[src/rtl/lim_seq_pkg.sv]
package lim_seq_pkg;

  typedef enum logic [2:0] {
    S_DEB   = 3'd0,
    S_START = 3'd1,
    S_RUN   = 3'd2,
    S_SEV   = 3'd3,
    S_RETRY = 3'd4,
    S_HOT   = 3'd5,
    S_LATCH = 3'd6
  } seq_st_t;

  typedef enum logic [1:0] {
    M_LATCH = 2'd0,
    M_RETRY = 2'd1,
    M_CONT  = 2'd2
  } fmode_t;

  localparam logic [1:0] LIM_1X   = 2'b00;
  localparam logic [1:0] LIM_1P5X = 2'b01;
  localparam logic [1:0] LIM_2X   = 2'b10;

  function automatic fmode_t decode_mode(input logic s2, input logic s1);
    if (s2)      return M_CONT;
    else if (s1) return M_RETRY;
    else         return M_LATCH;
  endfunction

endpackage

[src/rtl/seq_tick_timer.sv]
module seq_tick_timer #(
  parameter int W = 8
) (
  input  logic         clk,
  input  logic         rst,
  input  logic         restart,
  input  logic         tick,
  output logic [W-1:0] cnt,
  output logic [W-1:0] cnt_nx
);
  localparam logic [W-1:0] TOP = '1;

  always_comb begin
    if (restart)                 cnt_nx = '0;
    else if (tick && cnt != TOP) cnt_nx = cnt + 1'b1;
    else                         cnt_nx = cnt;
  end

  always_ff @(posedge clk) begin
    if (rst) cnt <= '0;
    else     cnt <= cnt_nx;
  end
endmodule

[src/rtl/seq_blank_acc.sv]
module seq_blank_acc #(
  parameter int BLANK_T = 5
) (
  input  logic clk,
  input  logic rst,
  input  logic clear,
  input  logic adv,
  input  logic tick,
  output logic expire
);
  localparam int BW = $clog2(BLANK_T + 1);
  localparam logic [BW-1:0] LAST = BW'(BLANK_T - 1);

  logic [BW-1:0] acc;

  assign expire = tick && adv && !clear && (acc == LAST);

  always_ff @(posedge clk) begin
    if (rst || clear)          acc <= '0;
    else if (tick && adv)      acc <= (acc == LAST) ? '0 : acc + 1'b1;
  end
endmodule

[src/rtl/seq_mode_reg.sv]
module seq_mode_reg
  import lim_seq_pkg::*;
(
  input  logic   clk,
  input  logic   rst,
  input  logic   clr,
  input  logic   load,
  input  logic   sel2,
  input  logic   sel1,
  output fmode_t mode
);
  always_ff @(posedge clk) begin
    if (rst || clr) mode <= M_CONT;
    else if (load)  mode <= decode_mode(sel2, sel1);
  end
endmodule

[src/rtl/ilim_fault_seq.sv]
module ilim_fault_seq
  import lim_seq_pkg::*;
#(
  parameter int         DEB_T      = 6,
  parameter int         STI_T      = 4,
  parameter int         STO_T      = 16,
  parameter int         BLANK_T    = 5,
  parameter int         RETRY_MULT = 30,
  parameter int         SEV_T      = 3,
  parameter logic [1:0] BOOST_CODE = 2'b10
) (
  input  logic       clk,
  input  logic       rst,
  input  logic       tick,
  input  logic       oc,
  input  logic       oc2x,
  input  logic       charged,
  input  logic       ovt,
  input  logic       cool,
  input  logic       sel2,
  input  logic       sel1,
  input  logic       clr,
  output logic       sw_on,
  output logic [1:0] lim_code,
  output logic       fault
);
  localparam int RETRY_T = RETRY_MULT * BLANK_T;
  localparam int M1   = (STO_T > RETRY_T) ? STO_T : RETRY_T;
  localparam int M2   = (DEB_T > SEV_T) ? DEB_T : SEV_T;
  localparam int MAXT = (M1 > M2) ? M1 : M2;
  localparam int TW   = $clog2(MAXT + 1);

  localparam logic [TW-1:0] DEB_LAST   = TW'(DEB_T - 1);
  localparam logic [TW-1:0] STO_LAST   = TW'(STO_T - 1);
  localparam logic [TW-1:0] SEV_LAST   = TW'(SEV_T - 1);
  localparam logic [TW-1:0] RETRY_LAST = TW'(RETRY_T - 1);
  localparam logic [TW-1:0] BOOST_END  = TW'(STI_T);

  seq_st_t       st_q, st_n;
  fmode_t        mode_q;
  logic [TW-1:0] tmr, tmr_nx;
  logic          restart, blk_exp, blk_clr, blk_adv;
  logic          chg_q, on_q, on_n, timed, load_mode;

  assign on_q  = (st_q == S_START) || (st_q == S_RUN);
  assign on_n  = (st_n == S_START) || (st_n == S_RUN);
  assign timed = (mode_q != M_CONT);

  assign blk_adv = timed && ((on_q && (oc || oc2x)) || (st_q == S_SEV));
  assign blk_clr = clr || !(on_q || st_q == S_SEV) || (on_q && !oc && !oc2x);

  always_comb begin
    st_n = st_q;
    if (clr) begin
      st_n = S_DEB;
    end else begin
      unique case (st_q)
        S_DEB:   if (tick && tmr == DEB_LAST) st_n = S_START;
        S_START, S_RUN: begin
          if (ovt)
            st_n = (mode_q == M_LATCH) ? S_LATCH : S_HOT;
          else if (blk_exp)
            st_n = (mode_q == M_LATCH) ? S_LATCH : S_RETRY;
          else if (oc2x)
            st_n = S_SEV;
          else if (st_q == S_START && tick && tmr == STO_LAST)
            st_n = (chg_q || charged) ? S_RUN : S_LATCH;
        end
        S_SEV: begin
          if (blk_exp)
            st_n = (mode_q == M_LATCH) ? S_LATCH : S_RETRY;
          else if (tick && tmr == SEV_LAST)
            st_n = S_START;
        end
        S_RETRY: if (tick && tmr == RETRY_LAST) st_n = S_START;
        S_HOT:   if (cool) st_n = (mode_q == M_RETRY) ? S_RETRY : S_DEB;
        S_LATCH: st_n = S_LATCH;
        default: st_n = S_LATCH;
      endcase
    end
  end

  assign restart   = clr || (st_n != st_q);
  assign load_mode = !clr && (st_q == S_START) && (st_n == S_RUN);

  seq_tick_timer #(.W(TW)) u_tmr (
    .clk(clk), .rst(rst), .restart(restart), .tick(tick),
    .cnt(tmr), .cnt_nx(tmr_nx)
  );

  seq_blank_acc #(.BLANK_T(BLANK_T)) u_blk (
    .clk(clk), .rst(rst), .clear(blk_clr), .adv(blk_adv), .tick(tick),
    .expire(blk_exp)
  );

  seq_mode_reg u_mode (
    .clk(clk), .rst(rst), .clr(clr), .load(load_mode),
    .sel2(sel2), .sel1(sel1), .mode(mode_q)
  );

  always_ff @(posedge clk) begin
    if (rst) begin
      st_q     <= S_DEB;
      chg_q    <= 1'b0;
      sw_on    <= 1'b0;
      lim_code <= LIM_1X;
      fault    <= 1'b0;
    end else begin
      st_q <= st_n;
      if (st_n == S_START && st_q != S_START) chg_q <= 1'b0;
      else if (st_q == S_START && charged)    chg_q <= 1'b1;
      sw_on    <= on_n;
      lim_code <= (st_n == S_START && tmr_nx < BOOST_END) ? BOOST_CODE : LIM_1X;
      fault    <= (st_n == S_SEV) || (st_n == S_RETRY) || (st_n == S_HOT) ||
                  (st_n == S_LATCH) || (on_n && (oc || oc2x));
    end
  end
endmodule

[config.mk]
export PLATFORM = sky130hd
export DESIGN_NAME = ilim_fault_seq
export DESIGN_NICKNAME = d
export VERILOG_FILES = /design/src/rtl/lim_seq_pkg.sv /design/src/rtl/seq_tick_timer.sv /design/src/rtl/seq_blank_acc.sv /design/src/rtl/seq_mode_reg.sv /design/src/rtl/ilim_fault_seq.sv
export SDC_FILE = /design/constraint.sdc
export NUM_CORES = 1
export LEC_CHECK = 0
export ABC_AREA = 1
export ABC_CLOCK_PERIOD_IN_PS = 2600
export BUFFER_PORTS_ARGS = -buffer_cell sky130_fd_sc_hd__buf_2
export CAP_MARGIN = 5
export CORE_ASPECT_RATIO = 0.9
export CORE_UTILIZATION = 50
export CTS_BUF_LIST = sky130_fd_sc_hd__clkbuf_4 sky130_fd_sc_hd__clkbuf_8
export DETAILED_ROUTE_END_ITERATION = 12
export GPL_TIMING_DRIVEN = 0
export HOLD_SLACK_MARGIN = 0.06
export PLACE_DENSITY = 0.77
export SLEW_MARGIN = 20
export SYNTH_ARGS = -nofsm -noshare
export SYNTH_HDL_FRONTEND = slang
export SYNTH_SLANG_ARGS = --single-unit
[constraint.sdc]
create_clock -name clk -period 2.6 [get_ports clk]
set_clock_uncertainty 0.1 [all_clocks]
set_input_delay 0.39 -clock clk [delete_from_list [all_inputs] [get_ports clk]]
set_output_delay 0.39 -clock clk [all_outputs]
set_load 0.005 [all_outputs]
Yosys cells after proc, flatten, opt, wreduce, memory -nomap -nowiden

Cells that the tools add are included.

Multiplexer cells: 21
Eq/ne operators: 21
Reductions and logical operators: 43
Order comparisons: 1
Add/sub/neg operators: 2

Operator list:

| cell                                                 | number |
|---|---|
| 2-to-1 mux 3 bit                                     | 13 |
| logical AND 1 bit                                    | 19 |
| equality test 3 bit (second input constant)          | 6 |
| 2-to-1 mux 8 bit                                     | 2 |
| logical OR 1 bit                                     | 15 |
| case mux 3 bit (5 select lines)                      | 1 |
| equality test 3 x 2 -> 1 bit (second input constant) | 4 |
| adder 8 x 1 -> 8 bit (second input constant)         | 1 |
| equality test 8 x 2 -> 1 bit (second input constant) | 1 |
| equality test 8 x 3 -> 1 bit (second input constant) | 1 |
| equality test 8 x 4 -> 1 bit (second input constant) | 1 |
| equality test 8 bit (second input constant)          | 1 |
| < comparator 8 x 3 -> 1 bit (second input constant)  | 1 |
| 2-to-1 mux 2 bit                                     | 4 |
| != test 8 bit (second input constant)                | 1 |
| equality test 3 x 1 -> 1 bit (second input constant) | 2 |
| logical NOT 1 bit                                    | 5 |
| OR reduction 2 bit                                   | 2 |
| adder 3 x 1 -> 3 bit (second input constant)         | 1 |
| logical NOT 3 bit                                    | 1 |
| != test 3 x 1 -> 1 bit (second input constant)       | 1 |
| != test 3 bit                                        | 1 |
| equality test 2 x 1 -> 1 bit (second input constant) | 1 |
| logical NOT 2 bit                                    | 1 |
| other kinds (2)                                      | 2 |

Register bits after elaboration: 21
Input bits: 11
Logic and storage cells: 96

Longest topological paths before layout

Gate-level depths: netlist of run 1.

Word-level depth: 19
Mapped depth: 17

Cells and area by module

Synthesis of run 1 repeated with hierarchy kept, for this count alone.

Cells, all modules: 266
Area, all modules: 1589.0 µm²

Modules (own cells, without submodules):

| module         | cells an instance | area each (µm²) | sequential area each (µm²) | times used |
|---|---|---|---|---|
| ilim_fault_seq | 139               | 733.2           | 140.1                      | 1 |
| seq_tick_timer | 88                | 571.8           | 160.2                      | 1 |
| seq_blank_acc  | 26                | 195.2           | 60.1                       | 1 |
| seq_mode_reg   | 13                | 88.8            | 40.0                       | 1 |

Worst setup path after synthesis of run 1

No wires, ideal clock.

Path kind: reg-to-reg
Start: reg u_tmr.cnt[0]
End: reg lim_code[1]
Setup slack: 0.607 ns
Arrival time: 1.781 ns
Setup time: 0.112 ns
Buffers on the path: 0
Clock period less this slack: 1.993 ns
Data required time: 2.388 ns
Cell stages (with the launch flop): 14
Path through: dfxtp_1 ha_1 nand2_1 nor3_1 nand3_1 nand2_1 inv_1 nand2_1 xor2_1 nor2_1 nand3_1 nor2_1 nor2_1 nor2_1

Longest elaborated chain between the ends: 14

Ends and longest elaborated chain:

| element                         | RTL line              | RTL |
|---|---|---|
| from (decl)                     | seq_tick_timer.sv:8   | `output logic [W-1:0] cnt,` |
| from (signal assigned)          | seq_tick_timer.sv:21  | `else cnt <= cnt_nx;` |
| equality test 8 x 4 -> 1 bit    | ilim_fault_seq.sv:66  | `else if (st_q == S_START && tick && tmr == STO_LAST)` |
| logical AND 1 bit               | ilim_fault_seq.sv:66  |  |
| 2-to-1 mux 3 bit                | ilim_fault_seq.sv:66  |  |
| 2-to-1 mux 3 bit                | ilim_fault_seq.sv:64  | `else if (oc2x)` |
| 2-to-1 mux 3 bit                | ilim_fault_seq.sv:62  | `else if (blk_exp)` |
| 2-to-1 mux 3 bit                | ilim_fault_seq.sv:60  | `if (ovt)` |
| case mux 3 bit (5 select lines) | ilim_fault_seq.sv:57  | `unique case (st_q)` |
| 2-to-1 mux 3 bit                | ilim_fault_seq.sv:54  | `if (clr) begin` |
| != test 3 bit                   | ilim_fault_seq.sv:83  | `assign restart = clr \|\| (st_n != st_q);` |
| logical OR 1 bit                | ilim_fault_seq.sv:83  |  |
| 2-to-1 mux 8 bit                | seq_tick_timer.sv:14  | `if (restart) cnt_nx = '0;` |
| < comparator 8 x 3 -> 1 bit     | ilim_fault_seq.sv:113 | `lim_code <= (st_n == S_START && tmr_nx < BOOST_END) ? BOOST_CODE : LIM_1X;` |
| logical AND 1 bit (*)           | ilim_fault_seq.sv:113 |  |
| 2-to-1 mux 2 bit (*)            | ilim_fault_seq.sv:113 |  |
| to (signal assigned)            | ilim_fault_seq.sv:113 |  |
| to (decl)                       | ilim_fault_seq.sv:24  | `output logic [1:0] lim_code,` |

Every way passes the cells marked *; elsewhere a longest branch is shown, timed or not.
A chain may end at the register's enable or synchronous reset.

Worst setup path in the final report of run 1

Same ends and word-level chain as after synthesis.

==> flow_results.org, run 1 <==
** Outcome
- Result of the run :: finished, final reports clean

** Global routing
- Number of global-route vias before repair :: 1201
- The number of antenna violations at the first check in global routing is 0.
- For this run the aggregate overflow at the end of global routing stands at 0.
- Entering global routing, the biggest net connects 12 pins.
- The first global-routing pass estimated 5050 um of wire.
- Global routing consumed, over all layers together, between 20% and 30% of the routing resources.

** Routing
- The routed design uses 1322 um of met2 wire.
- The detailed router put a total of 1519 um of wire on met1.
- Detailed-route DRC error count :: 0
- Detailed Route WL :: 3025 um
- Routed length per placed instance :: 10.50 um
- Detailed route wirelength on metal3 :: 124 um
- Via density :: 4.938
- For this block, the via count after detailed routing is 1422.
- First-pass iteration count of the detailed router :: 4
- DR iter-0 viols :: 52
- Once detail routing completed, the nets flagged for antenna violations numbered 0.
- The highest metal layer carrying signal wires in the routed design is met4.

** Clock network
- Counting the buffers created by CTS gives 3.
- CTS placed an instance of clkbuf_4 at the clock tree root.
- Clock insertion delay at the later pin of the skew report :: 0.31 ns
- TritonCTS clock tree :: done
- In this run the number of H-tree levels came out at 1.
- After clock tree synthesis, the clock-pin slew on the worst setup and hold paths is 0.12 ns.
- CTS Buffer Depth :: 2
- Counting every sink on the clock net gives 20.

** Timing
- Fin worst setup slack :: 0.3439 ns
- Setup repair after global routing left no endpoint under its margin.
- Hold Violations, Final :: 0
- Final period utilization :: 86.77%
- Setup violations remaining at the end of the flow were counted as 0.
- Timing-limited maximum frequency :: 443.3 MHz
- Setup total negative slack :: 0 ns
- The number of pins exceeding their max-slew limit in the final report was 0.
- WHS :: 0.1713 ns
- Final period demand of the worst path :: 2.256 ns

** Setup path
- The worst setup path is captured at a flip-flop.
- Critical setup path kind :: reg2reg
- In this run the critical register-to-register path is launched from u_tmr.cnt[0]$_SDFFE_PP0P_.
- Worst-case register-to-register setup slack :: 0.34 ns
- For the worst setup path, the data required time is 2.72 ns.
- At the worst endpoint, the arrival time is 2.38 ns.
- Setup crit start :: u_tmr.cnt[0]$_SDFFE_PP0P_
- Critical path launch point type :: flip-flop
- In this run the worst path has a maximum fanout of 8.

** Floorplan
- Horizontal extent of the die :: 58.35 um
- For this configuration, the core starts out at a cell density of 52.43%.
- Total Die Area :: between 0.003 and 0.004 mm2
- Number of rows created at floorplan :: 18
- The die is about 53 um tall.
- Boundary Pins :: 15
- Core Footprint :: 0.002725 mm2

** Cells and area
- Number of nets in the final layout :: 265
- Cells with a size suffix above 1 make up 13.71% of the layout.
- The count of cells in the finished layout, fillers not included, comes to 288.
- Number of antenna diodes :: 0
- Area added between synthesis and finish :: 10.60%
- Fill cells in the final layout number 263.

** Placed design
- Total instance count after detailed placement :: around 280
- Pre-CTS WS :: 0.2923 ns
- Routability cong. :: 0.9245
- Buffers placed on the I/O ports in this run total 12.
- The HPWL after detailed placement is 2319 um.

** Hold path
- The tightest min-delay check is of the in2reg type.
- Hold Startpoint :: rst

** Yosys
- The synthesized netlist occupies a cell area of ~0.0014 mm2.
- Synthesis inferred 20 register bits.
- Syn. warnings :: 0
- For this run, the register share of the synthesized area comes to 28.02%.
- Cell count after synthesis :: 232
- Count of cell types in the netlist :: 28
- In this run the mean area of a mapped cell was 6.159 um2.
- Post-synth net total :: 248

** Power and ir drop
- Leakage :: 0.7595 nW
- Total power per unit cell area :: 346.6 mW/mm2
- Worst vdd ir :: between 0.2 and 0.25 mV

** Run
- Max-cap check violation count :: 0
metrics by stage:
step | instance area, um2 | total power, mW | util (%)
after floorplan | 1429 | 0.3464 | -
after global placement | 1539 | 0.3614 | 56.47
after detailed placement | 1539 | 0.3615 | 56.47
after CTS | 1575 | 0.5505 | 57.81
after global routing | 1580 | 0.5637 | 57.99
final | 1580 | 0.5478 | 57.99
path summary, 6_finish.rpt:
| kind | end | cells past startpoint |
|---|---|---|
| setup reg to reg | lim_code[1]$_SDFF_PP0_ | 13 |
| setup / recovery | lim_code[1]$_SDFF_PP0_ | 13 |
| hold / removal | fault$_SDFF_PP0_ | 2 |
| hold reg to reg | chg_q$_SDFFE_PP0P_ | 2 |
synthesized netlist by cell type, drive strengths merged:
cell     n  area share, %
nand2   65             18
inv     39             10
nor2    36            9.8
nand3   21            7.7
dfxtp   20             28
a21oi   12            5.3
nand4    7            4.1
o21ai    6            2.1
ha       5            4.4
nor3     5            1.8
xor2     5            3.1
or2      3            1.3
a211oi   2            1.1
buf      2            1.1
conb     1           0.26
nor4     1           0.44
o21a     1           0.53
xnor2    1           0.61
cells by family (layout without fill, tap and decap cells):
kind of cell	after synthesis	after routing	synth area share (%)
fa+ha+maj	5	5	4.378
simple gates	138	138	43.43
flops	20	20	28.02
other cells	1	1	0.2624
compound gates	21	21	8.932
buf+inv	41	57	11.30
xor+xnor	6	6	3.678
report_power, final:
group	leakage [nW]	internal (mW)	switching, mW	total [mW]
Clock	0.0210	0.0856	0.107	0.193
Combinational	0.577	0.0173	0.0281	0.0454
Sequential	0.161	0.308	0.00170	0.310
layer usage:
metal / vias up / track usage [%]
met3: 7 / 2.222
met4: 0 / 8.333
met5: - / 0
li1: 758 / -
met2: 43 / 33.33
met1: 614 / 30.25
critical path: stages (launching register included):
cell and delay, ns:
dfxtp_1 0.42, ha_1 0.24, nand2_1 0.10, nor3_2 0.21, nand3_1 0.09, nand2_1 0.16
inv_1 0.15, nand2_1 0.13, xor2_1 0.19, nor2_1 0.07, nand3_1 0.09, nor2_1 0.05
nor2_1 0.11, nor2_1 0.05
sequential cells by signal (all words and copies together) (netlist names):
name,count
u_tmr.cnt,8
st_q,3
u_blk.acc,3
u_mode.mode,2
chg_q,1
fault,1
lim_code,1
sw_on,1
placed cells by master, fill, tap and decap left out, types with 2 or more instances in the layout:
| cell | Yosys | final |
|---|---|---|
| xor2_1 | 5 | 5 |
| clkbuf_4 | 0 | 3 |
| nand2_2 | 4 | 4 |
| nor3_1 | 5 | 4 |
| o21ai_0 | 6 | 6 |
| nor2_1 | 34 | 34 |
| buf_4 | 2 | 2 |
| a21oi_1 | 10 | 10 |
| inv_2 | 3 | 3 |
| nand4_1 | 6 | 6 |
| nand2_1 | 60 | 60 |
| inv_1 | 36 | 36 |
| dfxtp_1 | 20 | 20 |
| a211oi_1 | 2 | 2 |
| nand3_1 | 20 | 20 |
| nor2_2 | 2 | 2 |
| buf_2 | 0 | 12 |
| ha_1 | 5 | 5 |
cell type report:
class                      instances  area, um2  area share [%]
multi-input combinational        171      872.1           55.19
inverter                          39      146.4           9.264
timing repair buffer              12      60.06           3.800
sequential                        20      400.4           25.34
clock buffer                       4      36.28           2.296
tap                               40      50.05           3.167
buffer                             2      15.01          0.9501
what timing repair did:
item                                    4_1_cts  5_1_grt
endpoints found under the setup margin        0        1
hold buffers                                  0        0
buffers inserted                              0        0
resized for setup                             0        1
hold endpoints to repair                      0        0
Power figures use the tool's default switching activity.
==> inputs of run 2 (changes only) <==
Settings changed: RECOVER_POWER set to 100.
==> run 2 against run 1 <==
  * Sequential cell count unchanged
  * Total power decreased by 0.42%
  * Count of clock-buffer cells in the layout unchanged
  * Largest power group unchanged
  * Global-route usage unchanged
  * Critical path depth decreased by 2
  * Non-clock buffer count unchanged
  * Setup slack got worse by 0.049 ns
  * Maximum frequency decreased by 2.1%
  * Wire length about the same
  * Via count decreased by 0.84%
  * Largest cell class unchanged
  * Cell count unchanged
  * First-iteration DRC count increased by 5.8%
==> flow_results.org, run 2 (synthesis gave the netlist of run 1 again) <==
** Outcome
- The flow ran to the end, and the final reports show no timing, DRC or antenna violations.

** Floorplan
- Once the floorplan was initialized, standard cells occupied 52.43% of the core.
- The die covers 0.003076 mm2.
- Core Footprint :: 0.002725 mm2
- The die is 58.35 um wide.
- 15 I/O pins were placed.
- Number of rows created at floorplan :: 18
- Chip height :: 52.72 um

** Placed design
- The count of buffers added on input and output ports is 12.
- Before CTS, the worst setup slack after placement is 0.2923 ns.
- Routability-driven placement finished with a final weighted congestion of 0.9245.
- HPWL Detailed :: 2319 um

** Clock network
- The clock reaches the later pin of the worst-skew pair after 0.31 ns.
- For this design, the sink count on the clock tree is 20.
- TritonCTS built the clock tree.
- In this run the number of H-tree levels came out at 1.
- The tree is rooted in a clkbuf_4.
- The clock passes through at most 2 buffers.
- CTS clock-pin slew for the worst setup and hold paths :: approximately 0.12 ns
- Total clock buffers created by CTS :: 3
- Buffers added to address setup during post-CTS repair amount to 0.

** Setup path
- The critical path contains buffers and inverters numbering 2 combined.
- Sort of element at the end of the critical path :: flip-flop
- The most numerous cell type found on the critical path is nand2_1.
- Across all register-to-register paths, the minimum setup slack is 0.30 ns.
- The number of cells on the worst reg-to-reg path is 11.
- Kind of cell adding the most delay to the critical path :: simple AND/OR/NAND/NOR gates
- In this run the critical register-to-register path is captured at lim_code[1]$_SDFF_PP0_.
- Critical setup path kind :: reg2reg
- Max FO, Critical Path :: 7
- Reg-to-reg critical path startpoint :: st_q[2]$_SDFF_PP0_
- The signal on the critical path passes through inv_2 -> nand2_1 -> nand2_1 -> nand2_1 -> inv_1 -> nand3_1 -> nand2_1 -> a21oi_1 -> nand4_1 -> or2_0 -> nor2_1.
- STA classifies the critical path startpoint as a flip-flop.
- At the worst endpoint, the required time is about 2.8 ns.
- For this run, the slowest stage of the critical path takes 0.49 ns.
- Critical path arrival :: 2.46 ns
- The slowest stage of the critical path is the dfxtp_1 cell.

** Timing
- The worst path uses 88.65% of the clock period.
- Setup repair after global routing left no endpoint under its margin.
- Final period demand of the worst path :: 2.305 ns
- WHS :: 0.1739 ns
- The count of final hold-check violations was 0.
- Setup total negative slack :: 0 ns
- Timing-limited maximum frequency :: 433.8 MHz
- Setup violations remaining at the end of the flow were counted as 0.
- Max Transition Viols Final :: 0
- Fin worst setup slack :: 0.2950 ns

** Hold path
- The path class of the tightest hold or removal check is in2reg.
- The worst hold path terminates at fault$_SDFF_PP0_.
- Along the worst hold path, the cell count comes to 2.
- The startpoint identified for the worst hold timing path is rst.

** Cells and area
- Cells with a size suffix above 1 make up 10.08% of the layout.
- In the final layout, the registers with the most flip-flops are u_tmr.cnt (8), st_q (3), u_blk.acc (3).
- Area added between synthesis and finish :: 8.757%
- The top cell types in the final layout, fill and taps aside, are nand2_1 (64), inv_1 (37), nor2_1 (34).
- Most common library cell in the layout ignoring fill and taps :: nand2_1
- More flip-flops sit in one register than any other, and that register is u_tmr.cnt.
- Flip-flop count of the largest register after layout :: 8
- Utilization after layout :: 57.02%
- 0 antenna diodes ended up in the layout.
- In the final design database the tool counted about 270 nets.

** Routing
- Number of nets still failing antenna checks after routing :: 0
- For this block, the initial DRC count from the detailed router was 55.
- The pre-antenna-repair detailed-routing pass consisted of 4 iterations.
- Overall via count from detail_route :: 1410
- Routed length per placed instance :: 10.51 um
- Via density :: 4.896
- Detailed-route DRC error count :: 0
- Detailed Route WL :: 3028 um

** Global routing
- Global routing used 30.25% of the available met1 tracks.
- After global routing the overflow that remains totals 0.
- Pin count of the biggest net entering global routing :: 12
- Met2 usage in global routing :: roughly a third
- Global routing used 2.222% of the available met3 tracks.
- The number of antenna violations at the first check in global routing is 0.
- The first global-routing pass estimated 5050 um of wire.
- Layer carrying the most global-route usage :: met2
- Global routing used 21.43% of the available tracks.
- The via count of the first global-routing pass was 1201.

** Power and ir drop
- Leakage :: approximately 0.74 nW
- Total power per unit cell area :: roughly 350 mW/mm2
- Worst vdd ir :: 0.2588 mV

** Run
- The tool flagged a number of max-cap violations equal to 0.
-- run 2: cell type report --
type,instances,area (um2)
Sequential cell,20,400.4
Fill cell,272,1171
Inverter,39,146.4
Buffer,2,15.01
Clock buffer,4,36.28
Tap cell,40,50.05
Multi-Input combinational cell,171,848.3
Timing Repair Buffer,12,57.56
-- run 2: worst max-delay path by stage --
| stage | cells after the start | slack [ns] | start | to |
|---|---|---|---|---|
| after floorplan | 13 | 0.61 | u_tmr.cnt[0]$_SDFFE_PP0P_ | lim_code[1]$_SDFF_PP0_ |
| after global placement | 13 | 0.28 | u_tmr.cnt[0]$_SDFFE_PP0P_ | lim_code[1]$_SDFF_PP0_ |
| after detailed placement | 13 | 0.29 | u_tmr.cnt[0]$_SDFFE_PP0P_ | lim_code[1]$_SDFF_PP0_ |
| after CTS | 13 | 0.27 | u_tmr.cnt[0]$_SDFFE_PP0P_ | lim_code[1]$_SDFF_PP0_ |
| after global routing | 11 | 0.04 | st_q[2]$_SDFF_PP0_ | lim_code[1]$_SDFF_PP0_ |
| final | 11 | 0.30 | st_q[2]$_SDFF_PP0_ | lim_code[1]$_SDFF_PP0_ |
-- run 2: worst register-to-register path, cell delays in order (launching register included) --
cell	delay, ns
dfxtp_1	0.49
inv_2	0.10
nand2_1	0.10
nand2_1	0.11
nand2_1	0.19
inv_1	0.09
nand3_1	0.11
nand2_1	0.07
a21oi_1	0.30
nand4_1	0.25
or2_0	0.26
nor2_1	0.09
-- run 2: timing repair --
item | 4_1_cts | 5_1_grt
hold buffers | 0 | 0
setup endpoints to repair | 0 | 1
gates resized for setup | 0 | 1
-- run 2: metrics by stage --
stage	cells	total power [mW]	area, um2
after global placement	284	0.3614	1539
after CTS	288	0.5505	1575
after global routing	288	0.5634	1554
after detailed placement	284	0.3615	1539
after floorplan	232	0.3464	1429
final	288	0.5455	1554
-- run 2: report_power, final --
part	leakage [nW]	internal (mW)	switching, mW	total (mW)
Combinational	0.553	0.0172	0.0278	0.0450
Sequential	0.161	0.308	0.00170	0.310
Clock	0.0210	0.0856	0.105	0.191
-- run 2: routing by layer --
metal	routed length, um	up-vias
met5	0	-
met3	135	9
met1	1507	603
met4	69	0
met2	1315	41
li1	-	757
==> inputs of run 3 (changes only) <==
Settings changed: CTS_BUF_LIST sky130_fd_sc_hd__clkbuf_4 sky130_fd_sc_hd__clkbuf_8 to sky130_fd_sc_hd__clkbuf_8.
==> run 3 against run 2 <==
  * Wire length rose by 3.1%
  * Count of clock-buffer cells in the layout is the same
  * Die area stayed put
  * Final area is 1.2% higher
  * Critical path depth did not move
  * Register-to-register slack got worse by 0.02 ns
  * Combinational power grew 1%
  * Core utilization up 0.69 points
  * Sequential cell count stayed put
  * First-iteration DRC count increased by 16%
  * Sequential share of layout area is 0.31 points lower
==> flow_results.org, run 3 (synthesis gave the netlist of run 1 again) <==
** Floorplan
- Boundary Pins :: 15
- The die is 58.35 um wide.
- Total Die Area :: 0.003076 mm2
- For this configuration, the core starts out at a cell density of 52.43%.
- Number of rows created at floorplan :: 18
- Core Footprint :: 0.002725 mm2
- From bottom edge to top edge, the die measures approximately 53 um.

** Clock network
- Hold repair after CTS inserted 0 buffers.
- TritonCTS clock tree :: done
- The cell sitting at the root of the clock tree is a clkbuf_8.
- CTS Buffer Depth :: 2
- After clock tree synthesis, the clock-pin slew on the worst setup and hold paths is 0.08 ns.
- Clock tree synthesis found a total of 20 sinks.
- Clock H-tree levels :: 1
- Counting the buffers created by CTS gives 3.
- Clock latency on the worst-skew pair, taken at its later pin, is 0.26 ns.

** Timing
- Final period demand of the worst path :: 2.325 ns
- Number of setup violations in the final report :: 0
- Setup total negative slack :: 0 ns
- Hold Violations, Final :: 0
- Fin worst setup slack :: about 0.27 ns
- Setup repair after global routing left no endpoint under its margin.
- Final period utilization :: 89.43%
- Max Transition Viols Final :: 0
- Timing-limited maximum frequency :: 430.1 MHz

** Setup path
- Traced cell by cell, the critical path runs through inv_1 -> nand3_1 -> nand2_1 -> nand2_1 -> inv_2 -> nand3_1 -> nand2_1 -> a21oi_1 -> nand4_1 -> or2_0 -> nor2_1.
- For the worst setup path, the data required time is roughly 2.7 ns.
- Critical path arrival :: about 2.4 ns
- Cell repeated most along the worst path :: nand2_1
- Worst path max stage delay :: 0.46 ns
- In this design, the largest share of critical-path delay is due to simple AND/OR/NAND/NOR gates.
- The worst setup path is launched from a flip-flop.
- The worst setup path is captured at a flip-flop.
- Of all nets on the critical path, the largest fanout is 7.
- On the critical path, the stage with the largest delay is an instance of dfxtp_1.
- The critical path contains buffers and inverters numbering 2 combined.
- Critical setup path kind :: reg2reg

** Routing
- Once detail routing completed, the nets flagged for antenna violations numbered 0.
- Detailed routing inserted a total of between 1000 and 1500 vias.
- First-pass iteration count of the detailed router :: 4
- For this block, the routed nets add up to between 3000 and 4000 um of wire.
- After the first detailed-routing iteration, the DRC count stood at 64.
- Detailed-route DRC error count :: 0
- In the final routed layout, each cell accounts on average for about 11 um.
- In the routed layout, each cell is associated on average with a via count of 5.066.

** Outcome
- Result of the run :: finished, final reports clean

** Cells and area
- Area added between synthesis and finish :: 10.07%
- The largest registers in the layout are u_tmr.cnt (8), st_q (3), u_blk.acc (3).
- Number of antenna diodes :: 0
- Number of cells in the finished layout apart from fillers :: approximately 290
- Leaving out fill and tap cells, the most frequent cell in the layout is nand2_1.
- Flip-flop count of the largest register after layout :: 8
- In the layout the commonest cells are nand2_1 (64), inv_1 (37), nor2_1 (34).
- Filler instances :: between 200 and 300
- Fraction of final layout cells with drive strength greater than 1 :: a little over 10%
- The register with the most flip-flops in the final layout is u_tmr.cnt.
- Number of nets in the final layout :: 265

** Placed design
- Total instance count after detailed placement :: 284
- Port-buffer cells :: 12
- HPWL Detailed :: 2319 um
- Timing analysis after detailed placement gives a worst setup slack of around 0.29 ns.
- Routability cong. :: approximately 0.9

** Global routing
- The via count of the first global-routing pass is 1244.
- Global routing finished with a remaining overflow of 0.
- Entering global routing, the biggest net connects 12 pins.
- The number of antenna violations at the first check in global routing is 0.
- Total GRT Usage :: between 20 and 25%
- First-pass GRT wire length :: 5195 um

** Run
- The tool flagged a number of max-cap violations equal to 0.

** Hold path
- Hold WC Path Type :: in2reg

** Power and ir drop
- For this design the static power due to leakage is 0.7408 nW.
- Post-layout power :: 0.6014 mW
- Worst vdd ir :: approximately 0.31 mV
- In this run the power density over the cells is 382.4 mW/mm2.
==> run 3: cell counts in the layout (fill, tap and decap cells not counted) <==
No cell type changed its count.
==> run 3: final timing paths <==
check / startpoint / end / slack, ns / depth (start not counted)
setup / recovery: st_q[2]$_SDFF_PP0_ / lim_code[1]$_SDFF_PP0_ / 0.27 / 11
setup reg to reg: st_q[2]$_SDFF_PP0_ / lim_code[1]$_SDFF_PP0_ / 0.27 / 11
hold reg to reg: chg_q$_SDFFE_PP0P_ / chg_q$_SDFFE_PP0P_ / 0.36 / 2
hold / removal: rst / fault$_SDFF_PP0_ / 0.23 / 2
==> run 3: metal layers <==
metal | global-route usage, % | wire length (um) | vias up
met5 | 0 | 0 | -
met4 | 10.32 | 82 | 0
met3 | 3.457 | 197 | 11
met2 | 34.67 | 1360 | 59
met1 | 30.10 | 1481 | 631
li1 | - | - | 758
==> run 3: where the power goes <==
part	internal [mW]	switching (mW)
sequential	0.307	0.00167
clock	0.135	0.112
combinational	0.0172	0.0284
==> run 3: layout make-up <==
| type | count | area (um2) | area share, % |
|---|---|---|---|
| tap | 40 | 50.05 | 3.182 |
| inverter | 39 | 146.4 | 9.308 |
| buffer | 2 | 15.01 | 0.9547 |
| clock buffer | 4 | 55.05 | 3.500 |
| sequential | 20 | 400.4 | 25.46 |
| multi-input combinational | 171 | 848.3 | 53.94 |
| timing repair buffer | 12 | 57.56 | 3.660 |
==> run 3: worst reg2reg max path, cell delays in order (launching register included) <==
cell and delay (ns):
dfxtp_1 0.46, inv_1 0.15, nand3_1 0.11, nand2_1 0.11, nand2_1 0.20, inv_2 0.06
nand3_1 0.10, nand2_1 0.07, a21oi_1 0.30, nand4_1 0.25, or2_0 0.26, nor2_1 0.09
==> run 3: repair_timing <==
item | CTS | global route
setup buffers | 0 | 0
setup endpoints to repair | 0 | 1
resized for setup | 0 | 1
==> run 3: per-stage QoR <==
step / instance area [um2] / hold WS [ns] / util [%]
floorplan: 1429 / 0.3316 / -
global placement: 1539 / 0.3436 / 56.47
detailed placement: 1539 / 0.3535 / 56.47
CTS: 1594 / 0.2366 / 58.49
global route: 1573 / 0.2475 / 57.71
finish: 1573 / 0.2295 / 57.71
